[config.mk]
export PLATFORM = sky130hd
export DESIGN_NAME = pllseq_ctrl
export DESIGN_NICKNAME = d
export VERILOG_FILES = /design/src/rtl/pllseq_pkg.sv /design/src/rtl/pllseq_timer.sv /design/src/rtl/pllseq_fsm.sv /design/src/rtl/pllseq_ctrl.sv
export SDC_FILE = /design/constraint.sdc
export NUM_CORES = 1
export LEC_CHECK = 0
export BUFFER_PORTS_ARGS = -buffer_cell sky130_fd_sc_hd__buf_4
export CAP_MARGIN = 5
export CORE_MARGIN = 10
export CORE_UTILIZATION = 30
export CTS_CLUSTER_SIZE = 24
export DETAILED_ROUTE_END_ITERATION = 16
export MAX_ROUTING_LAYER = met4
export SLEW_MARGIN = 10
export SYNTH_ARGS = -nofsm -noshare
export SYNTH_HDL_FRONTEND = slang
export SYNTH_SLANG_ARGS = --single-unit
[constraint.sdc]
create_clock -name clk -period 3.4 [get_ports clk]
set_input_delay 0.68 -clock clk [delete_from_list [all_inputs] [get_ports clk]]
set_output_delay 0.68 -clock clk [all_outputs]
set_load 0.005 [all_outputs]
[src/rtl/pllseq_pkg.sv]
package pllseq_pkg;

    typedef enum logic [2:0] {
        PS_IDLE,
        PS_REPWR,
        PS_SETTLE,
        PS_RSTHOLD,
        PS_LOCKWAIT,
        PS_ACTIVE
    } pseq_state_e;

    typedef struct packed {
        logic pwrdn;
        logic rst_n;
        logic en;
        logic busy;
        logic done;
    } pll_ctl_t;

    // Control levels presented to the PLL in each state
    function automatic pll_ctl_t decode_ctl(pseq_state_e s);
        pll_ctl_t c;
        c = '{pwrdn: 1'b1, rst_n: 1'b0, en: 1'b0, busy: 1'b0, done: 1'b0};
        case (s)
            PS_REPWR:    c = '{pwrdn: 1'b1, rst_n: 1'b0, en: 1'b0, busy: 1'b1, done: 1'b0};
            PS_SETTLE:   c = '{pwrdn: 1'b0, rst_n: 1'b0, en: 1'b0, busy: 1'b1, done: 1'b0};
            PS_RSTHOLD:  c = '{pwrdn: 1'b0, rst_n: 1'b0, en: 1'b0, busy: 1'b1, done: 1'b0};
            PS_LOCKWAIT: c = '{pwrdn: 1'b0, rst_n: 1'b1, en: 1'b0, busy: 1'b1, done: 1'b0};
            PS_ACTIVE:   c = '{pwrdn: 1'b0, rst_n: 1'b1, en: 1'b1, busy: 1'b0, done: 1'b1};
            default:     c = '{pwrdn: 1'b1, rst_n: 1'b0, en: 1'b0, busy: 1'b0, done: 1'b0};
        endcase
        return c;
    endfunction

    // States whose length is set by the shared counter
    function automatic logic is_timed(pseq_state_e s);
        return (s == PS_SETTLE) || (s == PS_RSTHOLD) || (s == PS_LOCKWAIT);
    endfunction

endpackage

[src/rtl/pllseq_timer.sv]
module pllseq_timer #(
    parameter int CNT_W = 16
) (
    input  logic             clk,
    input  logic             rst,
    input  logic             load,
    input  logic [CNT_W-1:0] load_val,
    output logic             expired
);

    logic [CNT_W-1:0] cnt_q;

    always_ff @(posedge clk) begin
        if (rst) begin
            cnt_q <= '0;
        end else if (load) begin
            cnt_q <= load_val;
        end else if (cnt_q != '0) begin
            cnt_q <= cnt_q - 1'b1;
        end
    end

    assign expired = (cnt_q == '0);

endmodule

[src/rtl/pllseq_fsm.sv]
module pllseq_fsm
    import pllseq_pkg::*;
#(
    parameter int CNT_W       = 16,
    parameter int SETTLE_CYC  = 4050,
    parameter int RSTHOLD_CYC = 128,
    parameter int LOCK_CYC    = 2000
) (
    input  logic             clk,
    input  logic             rst,
    input  logic             start,
    input  logic             repower,
    input  logic             expired,
    output pseq_state_e      state,
    output logic             load,
    output logic [CNT_W-1:0] load_val
);

    // The counter is loaded with N-1, so each phase lasts exactly N cycles
    localparam logic [CNT_W-1:0] SETTLE_LD  = CNT_W'(SETTLE_CYC - 1);
    localparam logic [CNT_W-1:0] RSTHOLD_LD = CNT_W'(RSTHOLD_CYC - 1);
    localparam logic [CNT_W-1:0] LOCK_LD    = CNT_W'(LOCK_CYC - 1);

    pseq_state_e state_q, state_d;

    always_comb begin
        state_d = state_q;
        case (state_q)
            PS_IDLE:     if (start)   state_d = PS_SETTLE;
            PS_REPWR:                 state_d = PS_SETTLE;
            PS_SETTLE:   if (expired) state_d = PS_RSTHOLD;
            PS_RSTHOLD:  if (expired) state_d = PS_LOCKWAIT;
            PS_LOCKWAIT: if (expired) state_d = PS_ACTIVE;
            PS_ACTIVE:   if (repower) state_d = PS_REPWR;
            default:                  state_d = PS_IDLE;
        endcase
    end

    always_comb begin
        case (state_d)
            PS_SETTLE:   load_val = SETTLE_LD;
            PS_RSTHOLD:  load_val = RSTHOLD_LD;
            PS_LOCKWAIT: load_val = LOCK_LD;
            default:     load_val = '0;
        endcase
        load = (state_d != state_q) && is_timed(state_d);
    end

    always_ff @(posedge clk) begin
        if (rst) state_q <= PS_IDLE;
        else     state_q <= state_d;
    end

    assign state = state_q;

    // A timed phase never ends before the counter has run out
    assert_phase_exit_on_expiry_R3: assert property (@(posedge clk) disable iff (rst)
        (is_timed(state_q) && state_d != state_q) |-> expired);

endmodule

[src/rtl/pllseq_ctrl.sv]
module pllseq_ctrl
    import pllseq_pkg::*;
#(
    parameter int CNT_W       = 16,
    parameter int SETTLE_CYC  = 4050,
    parameter int RSTHOLD_CYC = 128,
    parameter int LOCK_CYC    = 2000
) (
    input  logic clk,
    input  logic rst,
    input  logic start,
    input  logic repower,
    output logic pll_pwrdn,
    output logic pll_rst_n,
    output logic pll_en,
    output logic busy,
    output logic done
);

    localparam longint CNT_SPAN = longint'(1) << CNT_W;

    generate
        if (SETTLE_CYC < 1 || RSTHOLD_CYC < 1 || LOCK_CYC < 1) begin : g_bad_count
            $error("pllseq_ctrl: every phase count must be nonzero");
        end
        if (SETTLE_CYC > CNT_SPAN || RSTHOLD_CYC > CNT_SPAN || LOCK_CYC > CNT_SPAN) begin : g_bad_width
            $error("pllseq_ctrl: a phase count does not fit CNT_W");
        end
    endgenerate

    pseq_state_e      state;
    logic             load;
    logic [CNT_W-1:0] load_val;
    logic             expired;
    pll_ctl_t         ctl;

    pllseq_fsm #(
        .CNT_W      (CNT_W),
        .SETTLE_CYC (SETTLE_CYC),
        .RSTHOLD_CYC(RSTHOLD_CYC),
        .LOCK_CYC   (LOCK_CYC)
    ) u_fsm (
        .clk     (clk),
        .rst     (rst),
        .start   (start),
        .repower (repower),
        .expired (expired),
        .state   (state),
        .load    (load),
        .load_val(load_val)
    );

    pllseq_timer #(
        .CNT_W(CNT_W)
    ) u_timer (
        .clk     (clk),
        .rst     (rst),
        .load    (load),
        .load_val(load_val),
        .expired (expired)
    );

    assign ctl       = decode_ctl(state);
    assign pll_pwrdn = ctl.pwrdn;
    assign pll_rst_n = ctl.rst_n;
    assign pll_en    = ctl.en;
    assign busy      = ctl.busy;
    assign done      = ctl.done;

    assert_reset_idle_R1: assert property (@(posedge clk)
        rst |=> (pll_pwrdn && !pll_rst_n && !pll_en && !busy && !done));

    assert_rst_release_on_expiry_R3: assert property (@(posedge clk) disable iff (rst)
        $rose(pll_rst_n) |-> $past(expired));

    assert_en_on_expiry_R4: assert property (@(posedge clk) disable iff (rst)
        $rose(pll_en) |-> ($past(expired) && $past(pll_rst_n)));

    assert_en_needs_release_R4: assert property (@(posedge clk) disable iff (rst)
        pll_en |-> (pll_rst_n && !pll_pwrdn));

    assert_done_busy_excl_R5: assert property (@(posedge clk) disable iff (rst)
        !(done && busy));

    assert_pwrdn_fall_busy_R6: assert property (@(posedge clk) disable iff (rst)
        $fell(pll_pwrdn) |-> busy);

    assert_repower_restart_R7: assert property (@(posedge clk) disable iff (rst)
        (done && repower) |=> (pll_pwrdn && !pll_en && busy));

endmodule

Yosys cells after proc, flatten, opt, wreduce, memory -nomap -nowiden
Index checks and enable logic that the tools add are counted.
{ "totals": {"wordCells": 30, "regBits": 19, "out_inout_bits": 5, "in_bits": 4} }
{ "classes": {"n_eq_ne": 9, "add_sub_neg": 1, "n_reduce_logical": 8, "n_mux": 10} }
{ "ops": {"columns": ["op", "n"], "rows": [
  ["12-bit one-hot mux with 3 select lines", 1],
  ["16-bit two-way mux", 2],
  ["5-bit one-hot mux with 4 select lines", 1],
  ["3-bit one-hot mux with 6 select lines", 1],
  ["16-bit zero test", 1],
  ["16-bit nonzero test", 1],
  ["16-bit by 1-bit subtractor with 16-bit output, second input constant", 1],
  ["3-bit two-way mux", 5],
  ["3-bit by 2-bit == test with 1-bit output, second input constant", 4],
  ["3-bit == test, second input constant", 3],
  ["3-bit by 1-bit == test with 1-bit output, second input constant", 1],
  ["3-bit zero test", 1],
  ["3-bit != test", 1],
  ["1-bit logical OR", 2],
  ["2-bit nonzero test", 1],
  ["2-bit OR reduction", 1],
  ["1-bit logical AND", 1]
]} }

Depth between registers and ports, before layout
Gate-level depths: netlist (run 1).
{ "depth": {"depth_word": 8, "depth_mapped": 7, "ltp_nobuf": 7} }

Modules after synthesis
Synthesis (run 1) repeated with hierarchy kept, for this count alone.
{ "unflattened": {"cells_unflattened": 163, "hier_area_um2": 1317.5} }
{ "by_module_without_submodules": {"columns": ["mod", "instances", "area_per_inst_um2", "seq_area_each_um2", "cells_per_inst"], "rows": [
  ["pllseq_timer", 1, 964.7, 320.3, 116],
  ["pllseq_fsm", 1, 304.0, 60.1, 41],
  ["pllseq_ctrl", 1, 48.8, 0.0, 6]
]} }

Worst setup path after synthesis (run 1)
OpenSTA, ideal clock, no wires.
{ "synth_path": {"path_type": "register to register", "from": "register u_timer.cnt_q[6]", "to": "register u_timer.cnt_q[12]", "setup_slack_ns": 1.437, "required_ns": 3.278, "path_buffers": 0, "path_stages_with_launch": 6, "period_less_slack_ns": 1.963, "arrival_ns": 1.841, "cell_sequence": "dfxtp_1 -> or4_4 -> or4_4 -> nor4b_4 -> or3_2 -> a21oi_1"} }
{ "synth_via": {"elab_chain_len": 8} }
{ "synth_rtl": {"columns": ["item", "line_no", "text"], "rows": [
  ["start: declaration", "pllseq_timer.sv:11", "logic [CNT_W-1:0] cnt_q;"],
  ["start signal: assignment", "pllseq_timer.sv:17", "cnt_q <= load_val;"],
  ["start signal: assignment", "pllseq_timer.sv:19", "cnt_q <= cnt_q - 1'b1;"],
  ["16-bit zero test", "pllseq_timer.sv:23", "assign expired = (cnt_q == '0);"],
  ["3-bit two-way mux, on equally long branches", "pllseq_fsm.sv:33, pllseq_fsm.sv:31, pllseq_fsm.sv:32", null],
  ["3-bit one-hot mux with 6 select lines", "pllseq_fsm.sv:28", "case (state_q)"],
  ["3-bit by 2-bit == test with 1-bit output", "pllseq_pkg.sv:37", "return (s == PS_SETTLE) || (s == PS_RSTHOLD) || (s == PS_LOCKWAIT);"],
  ["1-bit logical OR (2 in series)", "pllseq_pkg.sv:37", null],
  ["1-bit logical AND", "pllseq_fsm.sv:46", "load = (state_d != state_q) && is_timed(state_d);"],
  ["16-bit two-way mux / 2-bit nonzero test (equally long branches)", null, null]
]} }
Parallel ways exist; a longest one is shown, timed or not. The select of a mux whose other input is x is not followed.
A chain may end at the register's enable or synchronous reset.

Final worst setup path (run 1)
{ "layout_path": {"from": "register u_timer.cnt_q[6]", "to": "register u_timer.cnt_q[8]"} }
{ "layout_via": {"elab_chain_len": 8} }
{ "layout_rtl": {"columns": ["item", "line_no"], "rows": [
  ["16-bit zero test", "pllseq_timer.sv:23"],
  ["3-bit two-way mux, on equally long branches", "pllseq_fsm.sv:33, pllseq_fsm.sv:31, pllseq_fsm.sv:32"],
  ["3-bit one-hot mux with 6 select lines", "pllseq_fsm.sv:28"],
  ["3-bit by 2-bit == test with 1-bit output", "pllseq_pkg.sv:37, pllseq_fsm.sv:40"],
  ["1-bit logical OR (2 in series)", "pllseq_pkg.sv:37"],
  ["1-bit logical AND", "pllseq_fsm.sv:46"],
  ["16-bit two-way mux / 2-bit nonzero test (equally long branches)", null]
]} }
Parallel ways exist; a longest one is shown, timed or not. The select of a mux whose other input is x is not followed.

==> reports/metrics.yaml, run 1 <==
place_ws_ns: 1.26
peakVddDrop_v: 0.000153
die_area_um2: 6570
switchingPower_w: 0.000236
cp-endpoint: "u_timer.cnt_q[8]$_SDFFE_PP0P_"
fin_skew_ns: 0.00414
syn_inst: 131
ctsHoldBuffers: 0
drcViolationCount: 0
port_buffers: 8
h-tree-depth: 1
r2r_start: "u_timer.cnt_q[6]$_SDFFE_PP0P_"
p_leak_nw: 0.460
drive_above_1_share_pct: 17.4
antenna_found_initial: 0
r2r_slack_ns: 1.22
hold_path_class: "reg -> reg"
critical_path.startpoint: "u_timer.cnt_q[6]$_SDFFE_PP0P_"
worst_pin_slew_ns: 0.563
via_per_inst: 5.29
io_pins: 9
groute.usage.overall_pct: 8.63
num_vias: 984
numCtsBuffers: 3
synth_top_area_share_pct: 34.0
cts-resized-gates: 0
ys_ff_latch: 19
critPathMaxFanout: 6
start_util_pct: 30.8
core_um2: 3630
dp_hpwl_um: 2030
tns_ns: 0
drt_iter0_drc: 73
p_int_w: 0.000437
clock_latency_ns: 0.26
cts_tree: "built"
fin_util_pct: 34.7
final_cell_mix: "dfxtp_1, nor2_1, a21oi_1"
finalCritPeriodShare_pct: 64.1
place_area_um2: 1220
slew_headroom_pct: 62.1
fin_crit_ns: 2.18
synthTopCellsByArea: "dfxtp_1, a21oi_1, nor2_1"
cts_setup_buffers: 0
multiInputGateArea_um2: 704
r2r-end: "u_timer.cnt_q[8]$_SDFFE_PP0P_"
status: "complete, no violations"
rows: 22
path_class: "reg -> reg"
clk_pin_slew_ns: 0.07
avgRoutedWirePerCell_um: 14.0
seq_power_share_pct: 43.1
rsz0062_at_grt: "false"
yosysWarnings: 0
seq_area_um2: 380
synth.yosys.seq_area_share_pct: 34.0
nNetsFinal: 145
final-hold-violation-count: 0
dr.pass1.iters: 4
synth_cell_types: 37
syn_area_per_cell_um2: 8.54
chipWidth_um: 81.1
ant_nets: 0
syn_area_um2: 1120
cap_violations: 0
grt_pass1_vias: 966
fill_cells: 402
grt_overflow_total: 0
finalSetupViolCount: 0
swShare_pct: 35.1
worstPathArrival_ns: 2.33
stdcell_area_um2: 1260
synth_top_area_cell: "dfxtp_1"
min_delay_path_depth: 1
combPwrFrac_pct: 33.4
worstPathRequired_ns: 3.55
grt_first_pass_wirelength_um: 4380
powerDensity_nw_per_um2: 533
synth_nets: 137
wl_um: 2610
layout_commonest_cell: "dfxtp_1"
diodes: 0
ff2ff_path_depth: 5
die_h_um: 81.1
grt_max_degree: 12
tritoncts_num_sinks: 19
end_kind: "register"
place_congestion: 0.894
clockPowerShare_pct: 23.5
clock_path_buffers: 2
cp-start-kind: "register"
timing.fmax_mhz: 459
cts-root-buf: "clkbuf_8"
area_growth_pct: 12.8
setup_ws_ns: 1.22
finalMaxSlewViolations: 0
layout make-up:
class | instances | area share, %
clock buffers | 4 | 3.57
flip-flops and latches | 19 | 30.2
well taps | 48 | 4.76
inverters | 3 | 0.893
repair buffers | 8 | 4.76
multi-input cells | 104 | 55.9
worst min path at each step:
stage                                          end                      startpoint  slack (ns)
CTS                 u_timer.cnt_q[12]$_SDFFE_PP0P_  u_timer.cnt_q[12]$_SDFFE_PP0P_        0.52
detailed placement  u_timer.cnt_q[12]$_SDFFE_PP0P_  u_timer.cnt_q[12]$_SDFFE_PP0P_        0.50
floorplan           u_timer.cnt_q[12]$_SDFFE_PP0P_  u_timer.cnt_q[12]$_SDFFE_PP0P_        0.47
global placement     u_timer.cnt_q[0]$_SDFFE_PP0P_   u_timer.cnt_q[0]$_SDFFE_PP0P_        0.49
global route         u_timer.cnt_q[0]$_SDFFE_PP0P_   u_timer.cnt_q[0]$_SDFFE_PP0P_        0.55
finish               u_timer.cnt_q[0]$_SDFFE_PP0P_   u_timer.cnt_q[0]$_SDFFE_PP0P_        0.52
through the flow:
step / total power [W] / std cells / hold WS (ns)
floorplan: 0.000466 / 131 / 0.470
global route: 0.000710 / 186 / 0.550
CTS: 0.000673 / 186 / 0.516
global placement: 0.000511 / 182 / 0.491
finish: 0.000672 / 186 / 0.516
detailed placement: 0.000517 / 182 / 0.500
flip-flops by register name, summed over array words and instances, names as in the netlist:
signal,cells
u_timer.cnt_q,16
u_fsm.state,3
critical path, cell delays in order, from the launching register on:
cell	delay, ns
dfxtp_1	0.36
or4_4	0.58
or4_4	0.50
nor4b_4	0.36
a21o_1	0.22
a21oi_1	0.05
power by group through the flow:
stage	sequential, W	clock [W]	combinational (W)
floorplan	0.000283	0	0.000183
CTS	0.000289	0.000159	0.000225
finish	0.000290	0.000158	0.000224
detailed placement	0.000294	0	0.000223
global placement	0.000293	0	0.000219
global route	0.000294	0.000165	0.000252
cells in the mapped netlist:
| library cell | instances |
|---|---|
| buf_4 | 1 |
| nor2_1 | 14 |
| nand3_1 | 6 |
| nor3_1 | 4 |
| xnor2_1 | 6 |
| a21oi_1 | 12 |
| clkbuf_1 | 4 |
| nand2b_1 | 2 |
| a31o_2 | 1 |
| dfxtp_1 | 19 |
| nor2b_1 | 3 |
| o21bai_1 | 1 |
| and2_1 | 4 |
| or2_2 | 3 |
| o31ai_1 | 1 |
| a21o_1 | 1 |
| or3_2 | 1 |
| nor4_2 | 2 |
| ha_1 | 2 |
| nand2_1 | 4 |
| nand2_2 | 1 |
| or4_1 | 3 |
| o21ai_0 | 3 |
| o22ai_1 | 1 |
| nor4_1 | 2 |
| a311oi_1 | 3 |
| mux2i_1 | 2 |
| nor2_2 | 1 |
| or3_1 | 5 |
| xor2_1 | 5 |
| or4_4 | 2 |
| nor3b_1 | 1 |
| o41ai_1 | 1 |
| inv_1 | 3 |
| and3_1 | 3 |
| a211oi_1 | 2 |
| nor4b_4 | 2 |
per-layer routing:
| layer | up-vias | GRT usage, % | part of all wire (%) |
|---|---|---|---|
| li1 | 492 | - | - |
| met1 | 460 | 9.87 | 46 |
| met2 | 27 | 13.5 | 45 |
| met3 | 5 | 2.10 | 6.8 |
| met4 | 0 | 4.84 | 1.8 |
| met5 | - | - | 0 |
cell families (layout without fill, tap and decap cells):
family | count (synthesis) | count (layout) | synth area share [%]
AO/OA/AOI/OAI | 26 | 26 | 14.5
XOR/XNOR | 11 | 11 | 8.61
adder cells (fa/ha/maj) | 2 | 2 | 2.24
buffers and inverters | 8 | 15 | 3.02
flip-flops | 19 | 19 | 34.0
multiplexers | 2 | 2 | 1.79
AND/OR/NAND/NOR | 63 | 63 | 35.8
Power figures use the tool's default switching activity.
==> inputs of run 2 (changes only) <==
Clock period 3.4 ns to 2.22 ns, I/O delays scaled along.
==> reports/metrics.yaml, run 2 (same netlist as run 1, synthesis figures left out) <==
status: "complete, no violations"
cap_violations: 0  # unchanged
r2r-end: "u_timer.cnt_q[14]$_SDFFE_PP0P_"
finalCritPeriodShare_pct: 94.0  # +30 points
ctsHoldBuffers: 0  # unchanged
io_pins: 9  # unchanged
slowest_stage: "or4_4"
ff2ff_path_depth: 5  # unchanged
cts-resized-gates: 0  # unchanged
start_util_pct: 30.8  # unchanged
h-tree-depth: 1  # unchanged
grt_first_pass_wirelength_um: 4780  # +9.1%
layout_commonest_cell: "dfxtp_1"
critPathMaxFanout: 6  # unchanged
drcViolationCount: 0  # unchanged
cp_cell_sequence: "or4_4 > or4_4 > nor4b_4 > or3_2 > nor2_1"
min_delay_path_depth: 2  # +1
worstPathRequired_ns: 2.37  # -1.18 ns
fin_skew_ns: 0.00184  # -0.00230 ns
rows: 22  # unchanged
min_to: "u_fsm.state[2]$_SDFF_PP0_"
avgRoutedWirePerCell_um: 14.5  # +3.6%
p_total_w: 0.00106  # +58%
worstPathArrival_ns: 2.24  # -0.09 ns
timing.fmax_mhz: 479  # +4.4%
cp_top_family: "simple AND/OR/NAND/NOR gates"
hold_path_class: "in -> reg"
worst_pin_slew_ns: 0.448  # -0.115 ns
numCtsBuffers: 3  # unchanged
powerDensity_nw_per_um2: 818  # +54%
crit_buf_inv: 0  # unchanged
critPathMaxStageDelay_ns: 0.57  # about the same
clk_pin_slew_ns: 0.07  # about the same
clock_path_buffers: 2  # unchanged
dr.pass1.iters: 4  # unchanged
r2r_start: "u_timer.cnt_q[6]$_SDFFE_PP0P_"
wl_met3_um: 155  # -12%
grt_max_degree: 11  # -1
drt_iter0_drc: 79  # +8.2%
chipWidth_um: 81.1  # unchanged
area_growth_pct: 16.1
wl_met1_um: 1260  # +5.0%
peakVddDrop_v: 0.000257  # +68%
p_leak_nw: 0.484  # +5.3%
cts-root-buf: "clkbuf_8"
num_vias: 1024  # +4.1%
rsz0062_at_grt: "false"
tns_ns: 0  # unchanged
groute.usage.overall_pct: 9.35  # +0.72 points
largest_reg_flops: 16  # unchanged
ant_nets: 0  # unchanged
cts_tree: "built"
slew_headroom_pct: 70.0  # +7.9 points
drive_above_1_share_pct: 20.3  # +2.9 points
path_class: "reg -> reg"
finalSetupViolCount: 0  # unchanged
tritoncts_num_sinks: 19  # unchanged
fin_crit_ns: 2.09  # -0.0918 ns
dp_hpwl_um: 2110  # +3.7%
min-delay-start: "rst"
grt_pass1_vias: 989  # +2.4%
largest-register: "u_timer.cnt_q"
cp-start-kind: "register"
antenna_found_initial: 0  # unchanged
die_h_um: 81.1  # unchanged
port_buffers: 8  # unchanged
final-hold-violation-count: 0  # unchanged
grt_overflow_total: 0  # unchanged
core_um2: 3630  # unchanged
nNetsFinal: 150  # +3.4%
clock_latency_ns: 0.26  # about the same
wl_um: 2780  # +6.4%
crit_top_cell: "or4_4"
diodes: 0  # unchanged
routed.top_layer: "met4"
via_per_inst: 5.36  # +1.3%
final_cell_mix: "dfxtp_1, nor2_1, buf_4"
die_area_um2: 6570  # unchanged
cts_setup_buffers: 0  # unchanged
end_kind: "register"
place_congestion: 0.867  # -3.0%
finalMaxSlewViolations: 0  # unchanged
r2r_slack_ns: 0.13  # -1.09 ns
met2WireLength_um: 1320  # +12%
run 2: cell count changes in the layout (fill, tap and decap cells not counted), sizes merged:
cell	change
buf	+5
run 2: worst max-delay path by stage:
stage / start / end / slack, ns / depth (start not counted)
after floorplan: u_timer.cnt_q[6]$_SDFFE_PP0P_ / u_timer.cnt_q[12]$_SDFFE_PP0P_ / 0.26 / 5
after global placement: u_timer.cnt_q[6]$_SDFFE_PP0P_ / u_timer.cnt_q[12]$_SDFFE_PP0P_ / 0.20 / 5
after detailed placement: u_timer.cnt_q[6]$_SDFFE_PP0P_ / u_timer.cnt_q[12]$_SDFFE_PP0P_ / 0.15 / 5
after CTS: u_timer.cnt_q[6]$_SDFFE_PP0P_ / u_timer.cnt_q[14]$_SDFFE_PP0P_ / 0.13 / 5
after global routing: u_timer.cnt_q[6]$_SDFFE_PP0P_ / u_timer.cnt_q[14]$_SDFFE_PP0P_ / 0.02 / 5
final: u_timer.cnt_q[6]$_SDFFE_PP0P_ / u_timer.cnt_q[14]$_SDFFE_PP0P_ / 0.13 / 5
run 2: metrics by stage:
step / util (%) / hold WS (ns) / cells / setup WS (ns) / cell area, um2
5_1_grt: 35.7 / 0.448 / 191 / 0.0236 / 1300
3_5_place_dp: 34.5 / 0.503 / 187 / 0.145 / 1250
4_1_cts: 35.7 / 0.439 / 191 / 0.127 / 1300
6_report: 35.7 / 0.441 / 191 / 0.133 / 1300
2_1_floorplan: - / 0.470 / 131 / 0.257 / 1120
3_3_place_gp: 34.5 / 0.503 / 187 / 0.198 / 1250
run 2: cell type report:
cell class | instances | area (um2)
Clock buffer | 4 | 45.0
Fill cell | 383 | 2330
Inverter | 3 | 11.3
Multi-Input combinational cell | 104 | 704
Sequential cell | 19 | 380
Tap cell | 48 | 60.1
Timing Repair Buffer | 13 | 97.6
run 2: per-layer routing:
layer  GRT usage (%)  vias up
li1                -      500
met1            10.7      492
met2            14.9       27
met3            3.09        5
met4            3.46        0
met5               -        -
run 2: power by group:
part,leakage (nW),internal [W],total [W],switching [W]
Clock,0.0228,0.000128,0.000244,0.000117
Combinational,0.305,0.000176,0.000377,0.000201
Sequential,0.157,0.000388,0.000442,0.0000533
Total,0.484,0.000692,0.00106,0.000371
==> inputs of run 3 (changes only) <==
Settings changed: CORE_UTILIZATION 30 to 40.
==> reports/metrics.yaml, run 3 (same netlist as run 1, synthesis figures left out) <==
finalCritPeriodShare_pct: 94.6  # +0.55 points
drt_iter0_drc: 102  # +29%
diodes: 0  # unchanged
worstPathArrival_ns: 2.30  # +0.06 ns
largest_reg_flops: 16  # unchanged
ant_nets: 0  # unchanged
start_util_pct: 41.3  # +10 points
groute.usage.overall_pct: 11.2  # +1.8 points
dr.pass1.iters: 4  # unchanged
numCtsBuffers: 3  # unchanged
crit_buf_inv: 0  # unchanged
critPathMaxFanout: 6  # unchanged
clk_pin_slew_ns: 0.11  # +0.04 ns
h-tree-depth: 1  # unchanged
status: "complete, no violations"
grt_max_degree: 11  # unchanged
die_h_um: 72.9  # -10%
powerDensity_nw_per_um2: 798  # -2.4%
busiest_layer: "met2"
ctsHoldBuffers: 0  # unchanged
nNetsFinal: 149  # -0.67%
clock_latency_ns: 0.30  # +0.04 ns
final-hold-violation-count: 0  # unchanged
cts_setup_buffers: 0  # unchanged
seq_area_um2: 380  # unchanged
rows: 19  # -14%
clock_path_buffers: 2  # unchanged
dp_hpwl_um: 2150  # +1.8%
fin_skew_ns: 0.00414  # +0.00231 ns
grt_first_pass_wirelength_um: 4600  # -3.9%
layout_commonest_cell: "dfxtp_1"
tritoncts_num_sinks: 19  # unchanged
largest-register: "u_timer.cnt_q"
num_vias: 1005  # -1.9%
cp-start-kind: "register"
critPathMaxStageDelay_ns: 0.57  # about the same
p_leak_nw: 0.472  # -2.5%
slew_headroom_pct: 69.4  # -0.59 points
p_total_w: 0.000999  # -6.0%
via_per_inst: 5.81  # +8.4%
wl_um: 2750  # -1.2%
grt.met1_usage_pct: 12.1  # +1.4 points
area_growth_pct: 11.9
core_um2: 2710  # -25%
cap_violations: 0  # unchanged
chipWidth_um: 72.9  # -10%
grt_pass1_vias: 976  # -1.3%
port_buffers: 8  # unchanged
fill_cells: 269  # -30%
grt_util_met3_pct: 3.13  # +0.039 points
cts-root-buf: "clkbuf_4"
path_class: "reg -> reg"
timing.fmax_mhz: 476  # -0.58%
drive_above_1_share_pct: 19.7  # -0.56 points
peakVddDrop_v: 0.000476  # +85%
finalSetupViolCount: 0  # unchanged
worst_pin_slew_ns: 0.457  # +0.00888 ns
drcViolationCount: 0  # unchanged
use_met2_pct: 18.2  # +3.3 points
worstPathRequired_ns: 2.42  # +0.05 ns
crit_top_cell: "or4_4"
antenna_found_initial: 0  # unchanged
grt_overflow_total: 0  # unchanged
hold_path_class: "in -> reg"
place_congestion: 0.822  # -5.2%
finalMaxSlewViolations: 0  # unchanged
dp_cells: 169  # -9.6%
cts-resized-gates: 0  # unchanged
multiInputGateArea_um2: 704  # unchanged
rsz0062_at_grt: "false"
slowest_stage: "or4_4"
cp_cell_sequence: "or4_4 > or4_4 > nor4b_4 > a21o_1 > a21oi_1"
avgRoutedWirePerCell_um: 15.9  # +9.1%
final_cell_mix: "dfxtp_1, nor2_1, a21oi_1, buf_4"
fin_crit_ns: 2.10  # +0.0121 ns
io_pins: 9  # unchanged
die_area_um2: 5310  # -19%
cts_tree: "built"
tns_ns: 0  # unchanged
end_kind: "register"
cp_top_family: "simple AND/OR/NAND/NOR gates"
finalNonFillerCells: 173  # -9.4%
## run 3: changes by cell type in the layout (fill, tap and decap cells not counted), sizes merged
cell / delta
buf: -1
## run 3: path summary, 6_finish.rpt
check                                              startpoint                              to  slack, ns  cells past startpoint
worst max-delay path            u_timer.cnt_q[6]$_SDFFE_PP0P_  u_timer.cnt_q[10]$_SDFFE_PP0P_       0.12                      5
worst min-delay path                                      rst       u_fsm.state[2]$_SDFF_PP0_       0.38                      2
worst max register to register  u_timer.cnt_q[6]$_SDFFE_PP0P_  u_timer.cnt_q[10]$_SDFFE_PP0P_       0.12                      5
worst min register to register  u_timer.cnt_q[0]$_SDFFE_PP0P_   u_timer.cnt_q[0]$_SDFFE_PP0P_       0.53                      1
## run 3: area by class of cell
class	instances	share of cell area, %
Clock buffer	4	2.10
Timing Repair Buffer	12	7.20
Inverter	3	0.900
Tap cell	31	3.10
Multi-Input combinational cell	104	56.3
Sequential cell	19	30.4
## run 3: routing by layer
metal	routed length [um]	part of all wire (%)
met1	1220	44
met2	1330	49
met3	133	4.8
met4	61	2.2
met5	0	0
## run 3: stage by stage
step                setup WS (ns)  cell area, um2  utilization (%)  hold WS, ns
floorplan                   0.257            1120                -        0.470
global placement            0.193            1220             45.2        0.501
detailed placement          0.140            1220             45.2        0.510
CTS                         0.124            1250             46.2        0.368
global route               0.0250            1250             46.2        0.387
finish                      0.120            1250             46.2        0.378
## run 3: worst register-to-register path: stages (launching register included)
cell and delay (ns):
dfxtp_1 0.36, or4_4 0.57, or4_4 0.49, nor4b_4 0.31
a21o_1 0.20, a21oi_1 0.06
## run 3: power breakdown
part | internal [W] | switching [W]
registers | 0.000388 | 0.0000539
clock network | 0.0000702 | 0.000110
logic | 0.000174 | 0.000203
